`src/rtl/evc_pkg.sv`:
```
package evc_pkg;

    localparam int LVL_EMU     = 0;
    localparam int LVL_RST     = 1;
    localparam int LVL_NMI     = 2;
    localparam int LVL_EXC     = 3;
    localparam int LVL_GDIS    = 4;
    localparam int LVL_HWE     = 5;
    localparam int LVL_OVR_MIN = 7;

    localparam int CAUSE_W = 6;
    localparam logic [CAUSE_W-1:0] CAUSE_DBL       = 6'h3F;
    localparam logic [CAUSE_W-1:0] CAUSE_SVC_LIMIT = 6'h20;

    typedef enum logic [1:0] {
        ST_IDLE  = 2'd0,
        ST_ENTER = 2'd1,
        ST_HALT  = 2'd2
    } evc_state_e;

    typedef enum logic [3:0] {
        RS_NONE = 4'b0000,
        RS_RETI = 4'b0001,
        RS_RETX = 4'b0010,
        RS_RETN = 4'b0100,
        RS_RETE = 4'b1000
    } ret_sel_e;

endpackage

```
`src/rtl/evc_prio.sv`:
```
module evc_prio #(
    parameter int W  = 16,
    parameter int IW = 5
) (
    input  logic [W-1:0]  req,
    output logic [IW-1:0] idx,
    output logic          any
);
    // lowest-numbered set bit wins; idx = W when nothing is set
    always_comb begin
        idx = IW'(W);
        any = 1'b0;
        for (int i = W - 1; i >= 0; i--) begin
            if (req[i]) begin
                idx = IW'(i);
                any = 1'b1;
            end
        end
    end
endmodule

```
`src/rtl/evc_vectab.sv`:
```
module evc_vectab #(
    parameter int NLVL = 16,
    parameter int AW   = 32,
    parameter int IW   = 5,
    localparam int LW  = $clog2(NLVL)
) (
    input  logic          clk,
    input  logic          rst_n,
    input  logic          we,
    input  logic [IW-1:0] waddr,
    input  logic [AW-1:0] wdata,
    input  logic [LW-1:0] rd_idx,
    output logic [AW-1:0] rd_vec,
    output logic [AW-1:0] rst_vec
);
    logic [AW-1:0] ent_w [NLVL];

    for (genvar g = 0; g < NLVL; g++) begin : g_ent
        logic [AW-1:0] ent_q;
        always_ff @(posedge clk or negedge rst_n) begin
            if (!rst_n)
                ent_q <= '0;
            else if (we && waddr == IW'(g))
                ent_q <= wdata;
        end
        assign ent_w[g] = ent_q;
    end

    assign rd_vec  = ent_w[rd_idx];
    assign rst_vec = ent_w[evc_pkg::LVL_RST];
endmodule

```
`src/rtl/evt_ctrl.sv`:
```
module evt_ctrl
    import evc_pkg::*;
#(
    parameter int NLVL = 16,
    parameter int AW   = 32,
    localparam int LW  = $clog2(NLVL),
    localparam int IW  = LW + 1
) (
    input  logic                clk,
    input  logic                rst_n,
    input  logic [NLVL-1:0]     raise_vld,
    input  logic                recheck,
    input  logic                self_nest_en,
    input  logic [AW-1:0]       cur_pc,
    input  logic [AW-1:0]       next_pc,
    input  logic [CAUSE_W-1:0]  exc_cause,
    input  logic [NLVL-1:0]     ovr_mask,
    input  logic                cfg_we,
    input  logic [IW-1:0]       cfg_addr,
    input  logic [AW-1:0]       cfg_wdata,
    output logic                redirect,
    output logic [AW-1:0]       target_pc,
    output logic [3:0]          ret_sel,
    output logic [AW-1:0]       ret_addr,
    output logic                kstack_swap,
    output logic                dbl_fault,
    output logic [CAUSE_W-1:0]  fault_cause,
    output logic [NLVL-1:0]     latched,
    output logic [NLVL-1:0]     enabled,
    output logic [NLVL-1:0]     active
);
    localparam logic [IW-1:0]   ADDR_ENA   = IW'(NLVL);
    localparam logic [IW-1:0]   ADDR_ACT   = IW'(NLVL + 1);
    localparam logic [NLVL-1:0] ENA_RESET  = NLVL'(5'h1F);
    localparam logic [NLVL-1:0] ACT_RESET  = NLVL'(1) << LVL_RST;
    localparam logic [NLVL-1:0] GDIS_BIT   = NLVL'(1) << LVL_GDIS;

    evc_state_e state_q, state_d;

    logic [NLVL-1:0] latch_q, enable_q, act_q;
    logic [AW-1:0]   target_q, ret_q;
    logic [3:0]      sel_q;
    logic            swap_q;

    // priority resolution
    logic [IW-1:0] cur_lvl, raise_lvl, pend_lvl, cand_lvl;
    logic          cur_any, raise_any, pend_any, cand_vld;
    logic          gdis, user_mode, nest_ok, take, dbl;
    logic [LW-1:0] cand_idx;

    evc_prio #(.W(NLVL), .IW(IW)) u_cur (
        .req (act_q & ~GDIS_BIT),
        .idx (cur_lvl),
        .any (cur_any)
    );

    evc_prio #(.W(NLVL), .IW(IW)) u_raise (
        .req (raise_vld),
        .idx (raise_lvl),
        .any (raise_any)
    );

    evc_prio #(.W(NLVL), .IW(IW)) u_pend (
        .req (latch_q & enable_q),
        .idx (pend_lvl),
        .any (pend_any)
    );

    assign gdis      = act_q[LVL_GDIS];
    assign user_mode = !cur_any;

    always_comb begin
        cand_vld = 1'b0;
        cand_lvl = raise_lvl;
        if (raise_any) begin
            cand_vld = 1'b1;
        end else if (recheck && !gdis && pend_any) begin
            cand_vld = 1'b1;
            cand_lvl = pend_lvl;
        end
    end

    assign cand_idx = cand_lvl[LW-1:0];
    assign nest_ok  = (cand_lvl < cur_lvl) || (self_nest_en && cand_lvl == cur_lvl);

    // admission rules by event class
    always_comb begin
        take = 1'b0;
        dbl  = 1'b0;
        if (cand_vld && state_q == ST_IDLE) begin
            if (cand_lvl <= IW'(LVL_RST)) begin
                take = 1'b1;
            end else if (cand_lvl <= IW'(LVL_EXC)) begin
                if (cur_lvl <= cand_lvl) dbl = 1'b1;
                else                     take = 1'b1;
            end else if (cand_lvl == IW'(LVL_GDIS)) begin
                take = 1'b0;
            end else if ((gdis && !user_mode) || !enable_q[cand_idx]) begin
                take = 1'b0;
            end else begin
                take = nest_ok;
            end
        end
    end

    // return register choice and handler address
    logic [AW-1:0] rd_vec, rst_vec, target_d, ret_d;
    logic [3:0]    sel_d;

    evc_vectab #(.NLVL(NLVL), .AW(AW), .IW(IW)) u_vtab (
        .clk     (clk),
        .rst_n   (rst_n),
        .we      (cfg_we),
        .waddr   (cfg_addr),
        .wdata   (cfg_wdata),
        .rd_idx  (cand_idx),
        .rd_vec  (rd_vec),
        .rst_vec (rst_vec)
    );

    always_comb begin
        unique case (cand_lvl)
            IW'(LVL_EMU): begin sel_d = RS_RETE; ret_d = cur_pc; end
            IW'(LVL_RST): begin sel_d = RS_NONE; ret_d = '0;     end
            IW'(LVL_NMI): begin sel_d = RS_RETN; ret_d = cur_pc; end
            IW'(LVL_EXC): begin
                sel_d = RS_RETX;
                ret_d = (exc_cause >= CAUSE_SVC_LIMIT) ? cur_pc : next_pc;
            end
            default: begin
                sel_d = RS_RETI;
                ret_d = cur_pc | AW'(cand_lvl == cur_lvl);
            end
        endcase
        if (cand_lvl >= IW'(LVL_OVR_MIN) && ovr_mask[cand_idx])
            target_d = rst_vec;
        else
            target_d = rd_vec;
    end

    // next state
    always_comb begin
        state_d = state_q;
        unique case (state_q)
            ST_IDLE:  if (dbl) state_d = ST_HALT;
                      else if (take) state_d = ST_ENTER;
            ST_ENTER: state_d = ST_IDLE;
            ST_HALT:  state_d = ST_HALT;
            default:  state_d = ST_IDLE;
        endcase
    end

    // state register
    always_ff @(posedge clk or negedge rst_n) begin
        if (!rst_n) state_q <= ST_IDLE;
        else        state_q <= state_d;
    end

    // event vectors
    always_ff @(posedge clk or negedge rst_n) begin
        if (!rst_n) begin
            latch_q  <= '0;
            enable_q <= ENA_RESET;
            act_q    <= ACT_RESET;
        end else begin
            latch_q <= (latch_q | raise_vld) & ~((NLVL'(take)) << cand_idx);
            if (cfg_we && cfg_addr == ADDR_ENA)
                enable_q <= cfg_wdata[NLVL-1:0];
            if (cfg_we && cfg_addr == ADDR_ACT)
                act_q <= cfg_wdata[NLVL-1:0];
            else if (take)
                act_q <= act_q | (NLVL'(1) << cand_idx)
                               | ((cand_lvl >= IW'(LVL_HWE)) ? GDIS_BIT : '0);
        end
    end

    // entry output registers
    always_ff @(posedge clk or negedge rst_n) begin
        if (!rst_n) begin
            target_q <= '0;
            ret_q    <= '0;
            sel_q    <= RS_NONE;
            swap_q   <= 1'b0;
        end else if (take) begin
            target_q <= target_d;
            ret_q    <= ret_d;
            sel_q    <= sel_d;
            swap_q   <= user_mode;
        end
    end

    assign redirect    = (state_q == ST_ENTER);
    assign target_pc   = target_q;
    assign ret_sel     = redirect ? sel_q : RS_NONE;
    assign ret_addr    = ret_q;
    assign kstack_swap = redirect && swap_q;
    assign dbl_fault   = (state_q == ST_HALT);
    assign fault_cause = dbl_fault ? CAUSE_DBL : '0;
    assign latched     = latch_q;
    assign enabled     = enable_q;
    assign active      = act_q;

endmodule

```
`config.mk`:
```
export PLATFORM = sky130hd
export DESIGN_NAME = evt_ctrl
export DESIGN_NICKNAME = d
export VERILOG_FILES = /design/src/rtl/evc_pkg.sv /design/src/rtl/evc_prio.sv /design/src/rtl/evc_vectab.sv /design/src/rtl/evt_ctrl.sv
export SDC_FILE = /design/constraint.sdc
export NUM_CORES = 1
export LEC_CHECK = 0
export BUFFER_PORTS_ARGS = -buffer_cell sky130_fd_sc_hd__buf_2
export CORE_MARGIN = 3
export CORE_UTILIZATION = 45
export CTS_BUF_LIST = sky130_fd_sc_hd__clkbuf_8
export CTS_CLUSTER_SIZE = 30
export DETAILED_ROUTE_END_ITERATION = 12
export PLACE_DENSITY = 0.72
export SYNTH_ARGS = -nofsm -noshare
export SYNTH_HDL_FRONTEND = slang
export SYNTH_SLANG_ARGS = --single-unit
```
`constraint.sdc`:
```
create_clock -name clk -period 6.25 [get_ports clk]
set_input_delay 0.625 -clock clk [delete_from_list [all_inputs] [get_ports clk]]
set_output_delay 0.625 -clock clk [all_outputs]
set_load 0.01 [all_outputs]
```
==> impl_metrics.env, run 1 <==
export IMPL_final_hold_viol_count=0
export IMPL_die_h_um=266
export IMPL_status="completed"
export IMPL_post_cts_buffers=0
export IMPL_syn_inst=2556
export IMPL_vias_per_cell=6.15
export IMPL_grt_pass1_wl_mm=140
export IMPL_cts_htree_levels=3
export IMPL_synth_area_mm2=0.0304
export IMPL_synth_nets=2705
export IMPL_p_seq_frac=0.474
export IMPL_dp_hpwl_mm=55.6
export IMPL_post_route_min_period_ns=5.21
export IMPL_ant_nets=0
export IMPL_gp_congestion=0.897
export IMPL_clockRootBuffer="clkbuf_8"
export IMPL_critical_path_class="flip-flop to flip-flop"
export IMPL_period_share=0.834
export IMPL_cts_path_max_buffers=3
export IMPL_ys_flop_type="dfrtp_1"
export IMPL_start_kind="flip-flop"
export IMPL_switching_share=0.312
export IMPL_fillers=5626
export IMPL_leakagePower_nw=16.1
export IMPL_cts_tree="built"
export IMPL_design_power_total_mw=11.7
export IMPL_maxSlewViolCount=0
export IMPL_cp_arrival_ns=5.78
export IMPL_die_w_um=266
export IMPL_synth_distinct_cells=75
export IMPL_numPortBuffers=260
export IMPL_multi_input_area_mm2=0.0137
export IMPL_cp_max_fo=34
export IMPL_ios=269
export IMPL_tns_ns=0
export IMPL_clock_sinks=631
export IMPL_grt_max_degree=199
export IMPL_drive_above_1_share=0.376
export IMPL_wl_per_cell_um=25.1
export IMPL_antenna_found_initial=15
export IMPL_combPwrFrac=0.232
export IMPL_seqCellArea_mm2=0.0158
export IMPL_ir_worst_vdd_uv=181
export IMPL_routed_wl_mm=92.7
export IMPL_skew_ns=0.0223
export IMPL_setup_violations=0
export IMPL_power_density_mw_per_mm2=340
export IMPL_area_growth_pct=13.1
export IMPL_vias=22731
export IMPL_yosysSeqAreaShare=0.519
export IMPL_drc=0
export IMPL_start_util=0.458
export IMPL_rsz0062_at_grt="no"
export IMPL_avgSynthCellArea_um2=11.9
export IMPL_cts_made_buffers=101
export IMPL_final_nets=2896
export IMPL_num_rows=94
export IMPL_async_reset_ff_frac=1.00
export IMPL_dr_pass1_iters=9
export IMPL_final_common_cell="dfrtp_1"
export IMPL_cap_violations=0
export IMPL_grt_overflow=0
export IMPL_p_sw_mw=3.64
export IMPL_fin_util=0.518
export IMPL_grt_usage=0.257
export IMPL_dp_cells=3508
export IMPL_cts_hold_buf=0
export IMPL_synth_edf_count=0
export IMPL_pwr_share_clk=0.294
export IMPL_p_int_mw=8.05
export IMPL_layout_cells_non_filler=3695
export IMPL_synth_warnings=0
export IMPL_final_cell_mix="dfrtp_1 (625), mux2_2 (551), nand2_1 (284)"
export IMPL_core_mm2=0.0663
export IMPL_slew_limit_headroom=0.106
export IMPL_die_area_mm2=0.0707
export IMPL_cts_repair_resized=0
export IMPL_clkTransAtPathRegs_ns=0.06
export IMPL_drt_initial_drc_count=1813
export IMPL_grt_pass1_vias=23229
export IMPL_worst_ep_required_time_ns=6.82
export IMPL_tightest_slew_ns=1.34
export IMPL_hold_class="input port to asynchronous set/reset pin"
export IMPL_crit_path_end_kind="flip-flop"
export IMPL_yosys_register_bits=631
export IMPL_clock_latency_ns=0.71
export IMPL_fmax_mhz=192
## power by group through the flow
stage	clock network, mW	registers, mW	logic (mW)
floorplan	0	5.51	1.74
global placement	0	5.52	2.60
detailed placement	0	5.59	2.71
CTS	3.51	5.53	2.72
global route	3.70	5.63	2.96
finish	3.44	5.54	2.72
## path summary, 6_finish.rpt
kind,startpoint,to,slack [ns],depth (start not counted)
max,enabled[2]$_DFFE_PN1P_,target_pc[27]$_DFFE_PN0P_,1.04,14
max in group asynchronous,rst_n,latched[2]$_DFF_PN0_,4.63,2
min,rst_n,u_vtab.g_ent[3].ent_q[13]$_DFFE_PN0P_,0.02,1
min reg2reg,state_q[0]$_DFFE_PN0P_,state_q[1]$_DFFE_PN0P_,0.48,1
max reg2reg,enabled[2]$_DFFE_PN1P_,target_pc[27]$_DFFE_PN0P_,1.04,14
min in group clk,next_pc[3],ret_addr[3]$_DFFE_PN0P_,0.15,3
## worst max-delay path, stage by stage, from the launching register on
cell and delay, ns:
dfstp_2 0.64, a222oi_1 0.16, and3_1 0.25, a311o_2 0.47, o21ai_4 0.16, buf_4 0.31, inv_2 0.17, nor2_1 1.03
a32oi_1 0.23, o211ai_1 0.39, a221oi_4 0.13, a21oi_4 0.22, buf_4 0.41, inv_6 0.16, mux2_1 0.35
## logic make-up (layout without fill, tap and decap cells)
group	after synthesis	count (layout)	share of synthesized area
adders and majority gates	5	5	0.00206
DFF	631	631	0.519
AOI/OAI and AO/OA	409	409	0.0957
other	0	6	0
muxes	710	710	0.268
and+or+nand+nor	547	547	0.0807
buffers and inverters	254	523	0.0343
## final cells by class
type	instances	share of cell area
diodes	6	0.000437
clock inverters	63	0.00968
flip-flops and latches	631	0.459
repair buffers	310	0.0501
inverters	32	0.00375
clock buffers	118	0.0472
well taps	864	0.0314
multi-input cells	1671	0.398
## Yosys cell counts, types with 8 or more instances
| master | n | share of area |
|---|---|---|
| o31ai_1 | 19 | 0.0047 |
| buf_2 | 27 | 0.0044 |
| a22oi_1 | 14 | 0.0035 |
| o21ai_0 | 90 | 0.015 |
| nand4_1 | 8 | 0.0016 |
| mux4_2 | 27 | 0.020 |
| inv_1 | 27 | 0.0033 |
| a21oi_1 | 22 | 0.0036 |
| o21ai_1 | 14 | 0.0023 |
| and3_1 | 29 | 0.0060 |
| a311o_1 | 23 | 0.0076 |
| buf_1 | 47 | 0.0058 |
| mux2i_1 | 129 | 0.042 |
| o211ai_1 | 89 | 0.022 |
| nand3_1 | 84 | 0.014 |
| nor3_1 | 36 | 0.0059 |
| mux2_2 | 551 | 0.20 |
| a31oi_1 | 48 | 0.0099 |
| a32o_1 | 12 | 0.0039 |
| nor2b_1 | 11 | 0.0023 |
| buf_4 | 8 | 0.0020 |
| nand2_1 | 287 | 0.035 |
| a311oi_1 | 23 | 0.0066 |
| dfrtp_1 | 625 | 0.51 |
| nor2_1 | 62 | 0.0077 |
| clkbuf_1 | 138 | 0.017 |
## state kept, by name (all words and copies together), names as in the netlist, 2 cells and up
signal              cells
target_pc              32
active                 16
latched                16
ret_addr               32
state_q                 2
enabled                16
u_vtab.g_ent.ent_q    480
u_vtab.rst_vec         32
sel_q                   4
## per-stage QoR
step           worst slack, ns  hold slack, ns  instance area, µm²
6_report                  1.04          0.0154               34400
5_1_grt                  0.828          0.0844               34400
4_1_cts                   1.18          0.0186               34400
3_5_place_dp             0.935           0.469               32400
3_3_place_gp              1.09           0.460               32400
2_1_floorplan             1.45           0.329               30400
## routing by layer
metal / vias to the layer above / track usage / share of wire
li1: 9748 / - / -
met1: 11678 / 0.324 / 0.40
met5: - / 0 / 0.00088
met3: 238 / 0.0660 / 0.088
met2: 1053 / 0.418 / 0.47
met4: 14 / 0.114 / 0.039
(Power assumes the default switching activity.)
==> run 2, diff against run 1 <==
==> constraint.sdc (replaced) <==
create_clock -name clk -period 4.8 [get_ports clk]
set_input_delay 0.48 -clock clk [delete_from_list [all_inputs] [get_ports clk]]
set_output_delay 0.48 -clock clk [all_outputs]
set_load 0.01 [all_outputs]
==> run 2 against run 1 <==
Against the previous run:
- first-iteration DRC count rose by 18%
- largest power group unchanged
- critical endpoint is now target_pc[9]$_DFFE_PN0P_
- sequential power rose by 30%
- sequential cell count did not move
- total power rose by 31%
- register-to-register slack got worse by 0.72 ns
==> impl_metrics.env, run 2 (synthesis results as in run 1) <==
export IMPL_status="completed"
export IMPL_grt_overflow=0
export IMPL_p_seq_frac=0.470
export IMPL_leakagePower_nw=16.3
export IMPL_r2r_cells=14
export IMPL_power_density_mw_per_mm2=439
export IMPL_clkTransAtPathRegs_ns=0.06
export IMPL_vias=22910
export IMPL_p_sw_mw=4.74
export IMPL_num_rows=94
export IMPL_clockRootBuffer="clkbuf_8"
export IMPL_largest_register="u_vtab.g_ent.ent_q"
export IMPL_die_w_um=266
export IMPL_wl_per_cell_um=24.9
export IMPL_die_h_um=266
export IMPL_skew_ns=0.0310
export IMPL_antenna_found_initial=11
export IMPL_drive_above_1_share=0.378
export IMPL_worstSetupPathDepth=14
export IMPL_drt_initial_drc_count=2138
export IMPL_final_hold_viol_count=0
export IMPL_cts_htree_levels=3
export IMPL_critPathSlowestCell="or4_1"
export IMPL_numPortBuffers=260
export IMPL_maxSlewViolCount=0
export IMPL_start_util=0.458
export IMPL_crit_path_end_kind="flip-flop"
export IMPL_crit_family="simple AND/OR/NAND/NOR gates"
export IMPL_p_int_mw=10.6
export IMPL_r2r_end="target_pc[9]$_DFFE_PN0P_"
export IMPL_post_route_min_period_ns=4.48
export IMPL_cp_arrival_ns=5.02
export IMPL_cts_hold_buf=34
export IMPL_setup_ws_ns=0.321
export IMPL_period_share=0.933
export IMPL_cp_num_buf_inv=2
export IMPL_start_kind="flip-flop"
export IMPL_fin_area_mm2=0.0349
export IMPL_core_mm2=0.0663
export IMPL_grt_max_degree=126
export IMPL_cts_repair_resized=0
export IMPL_dpl_cell_area_mm2=0.0326
export IMPL_path_cells="or4_1, or4_1, and4b_1, ha_1, and3_1, nand3_1, a21boi_0, inv_1, a32oi_1, o211ai_1, a221o_2, buf_4, o211ai_1, o21ai_0"
export IMPL_switching_share=0.309
export IMPL_final_cell_mix="dfrtp_1 (625), mux2_2 (551), nand2_1 (284)"
export IMPL_post_cts_buffers=0
export IMPL_final_nets=2950
export IMPL_largest_reg_flops=480
export IMPL_grt_pass1_wl_mm=141
export IMPL_cts_path_max_buffers=3
export IMPL_slowest_delay_ns=0.56
export IMPL_setup_violations=0
export IMPL_cts_tree="built"
export IMPL_clock_latency_ns=0.71
export IMPL_cap_violations=0
export IMPL_crit_start="active[0]$_DFFE_PN0P_"
export IMPL_worst_ep_required_time_ns=5.34
export IMPL_r2r_slack_ns=0.32
export IMPL_vias_per_cell=6.12
export IMPL_routed_wl_mm=93.1
export IMPL_ir_worst_vdd_uv=226
export IMPL_crit_end="target_pc[9]$_DFFE_PN0P_"
export IMPL_pre_cts_ws_ns=0.274
export IMPL_rsz0062_at_grt="no"
export IMPL_dr_pass1_iters=6
export IMPL_pwr_share_clk=0.296
export IMPL_grt_usage=0.258
export IMPL_tns_ns=0
export IMPL_drc=0
export IMPL_slew_limit_headroom=0.0851
export IMPL_combPwrFrac=0.234
export IMPL_gp_congestion=0.899
export IMPL_clock_sinks=631
export IMPL_grt_pass1_vias=23558
export IMPL_area_growth_pct=14.9
export IMPL_ios=269
export IMPL_die_area_mm2=0.0707
export IMPL_hold_class="input port to flip-flop"
export IMPL_r2r_start="active[0]$_DFFE_PN0P_"
export IMPL_cp_max_fo=52
export IMPL_dp_hpwl_mm=58.0
export IMPL_final_common_cell="dfrtp_1"
export IMPL_cts_made_buffers=104
export IMPL_critical_path_class="flip-flop to flip-flop"
export IMPL_tightest_slew_ns=1.36
export IMPL_ant_nets=0
export IMPL_fmax_mhz=223
## run 2: cell count changes in the layout (fill, tap and decap cells not counted), sizes merged
| cell | previous run | this run |
|---|---|---|
| bufinv | 2 | 1 |
| dlygate4sd3 | 0 | 34 |
| buf | 310 | 327 |
| clkinv | 9 | 7 |
| inv | 83 | 72 |
| diode | 6 | 7 |
| clkbuf | 118 | 127 |
## run 2: final cells by class
type	count	area, µm²
fill	5615	31400
sequential	631	15800
multi-input combinational	1671	13700
timing repair buffer	361	2240
clock buffer	127	1750
tap	864	1080
clock inverter	49	244
inverter	32	129
antenna	7	17.5
## run 2: per-stage QoR
step	power (mW)	util	instances	hold slack, ns
after floorplan	9.44	-	2556	0.184
after global placement	10.6	0.491	3525	0.461
after detailed placement	10.8	0.491	3525	0.475
after CTS	15.4	0.526	3735	0.000852
after global routing	16.1	0.526	3736	0.0335
final	15.3	0.527	3742	0.0487
## run 2: power groups by stage
stage | clock network [mW] | registers (mW) | logic (mW)
2_1_floorplan | 0 | 7.18 | 2.27
3_3_place_gp | 0 | 7.18 | 3.42
3_5_place_dp | 0 | 7.28 | 3.56
4_1_cts | 4.65 | 7.19 | 3.60
5_1_grt | 4.89 | 7.32 | 3.90
6_report | 4.55 | 7.21 | 3.59
## run 2: worst min path at each step
stage	from	end	slack, ns	cells after the start
floorplan	rst_n	active[0]$_DFFE_PN0P_	0.18	0
global route	cur_pc[25]	ret_addr[25]$_DFFE_PN0P_	0.03	3
CTS	next_pc[31]	ret_addr[31]$_DFFE_PN0P_	0.0009	3
finish	cur_pc[24]	ret_addr[24]$_DFFE_PN0P_	0.05	3
global placement	sel_q[1]$_DFFE_PN0P_	sel_q[1]$_DFFE_PN0P_	0.46	1
detailed placement	sel_q[2]$_DFFE_PN0P_	sel_q[2]$_DFFE_PN0P_	0.47	1
## run 2: per-layer routing
layer | GRT usage | wire length (µm)
met5 | 0 | 58
met4 | 0.102 | 3190
met3 | 0.0596 | 7960
met2 | 0.425 | 44200
met1 | 0.333 | 37700
## run 2: worst min-delay path, cell delays in order
cell and delay (ns):
buf_2 0.09, nand2_1 0.05, o211ai_1 0.08
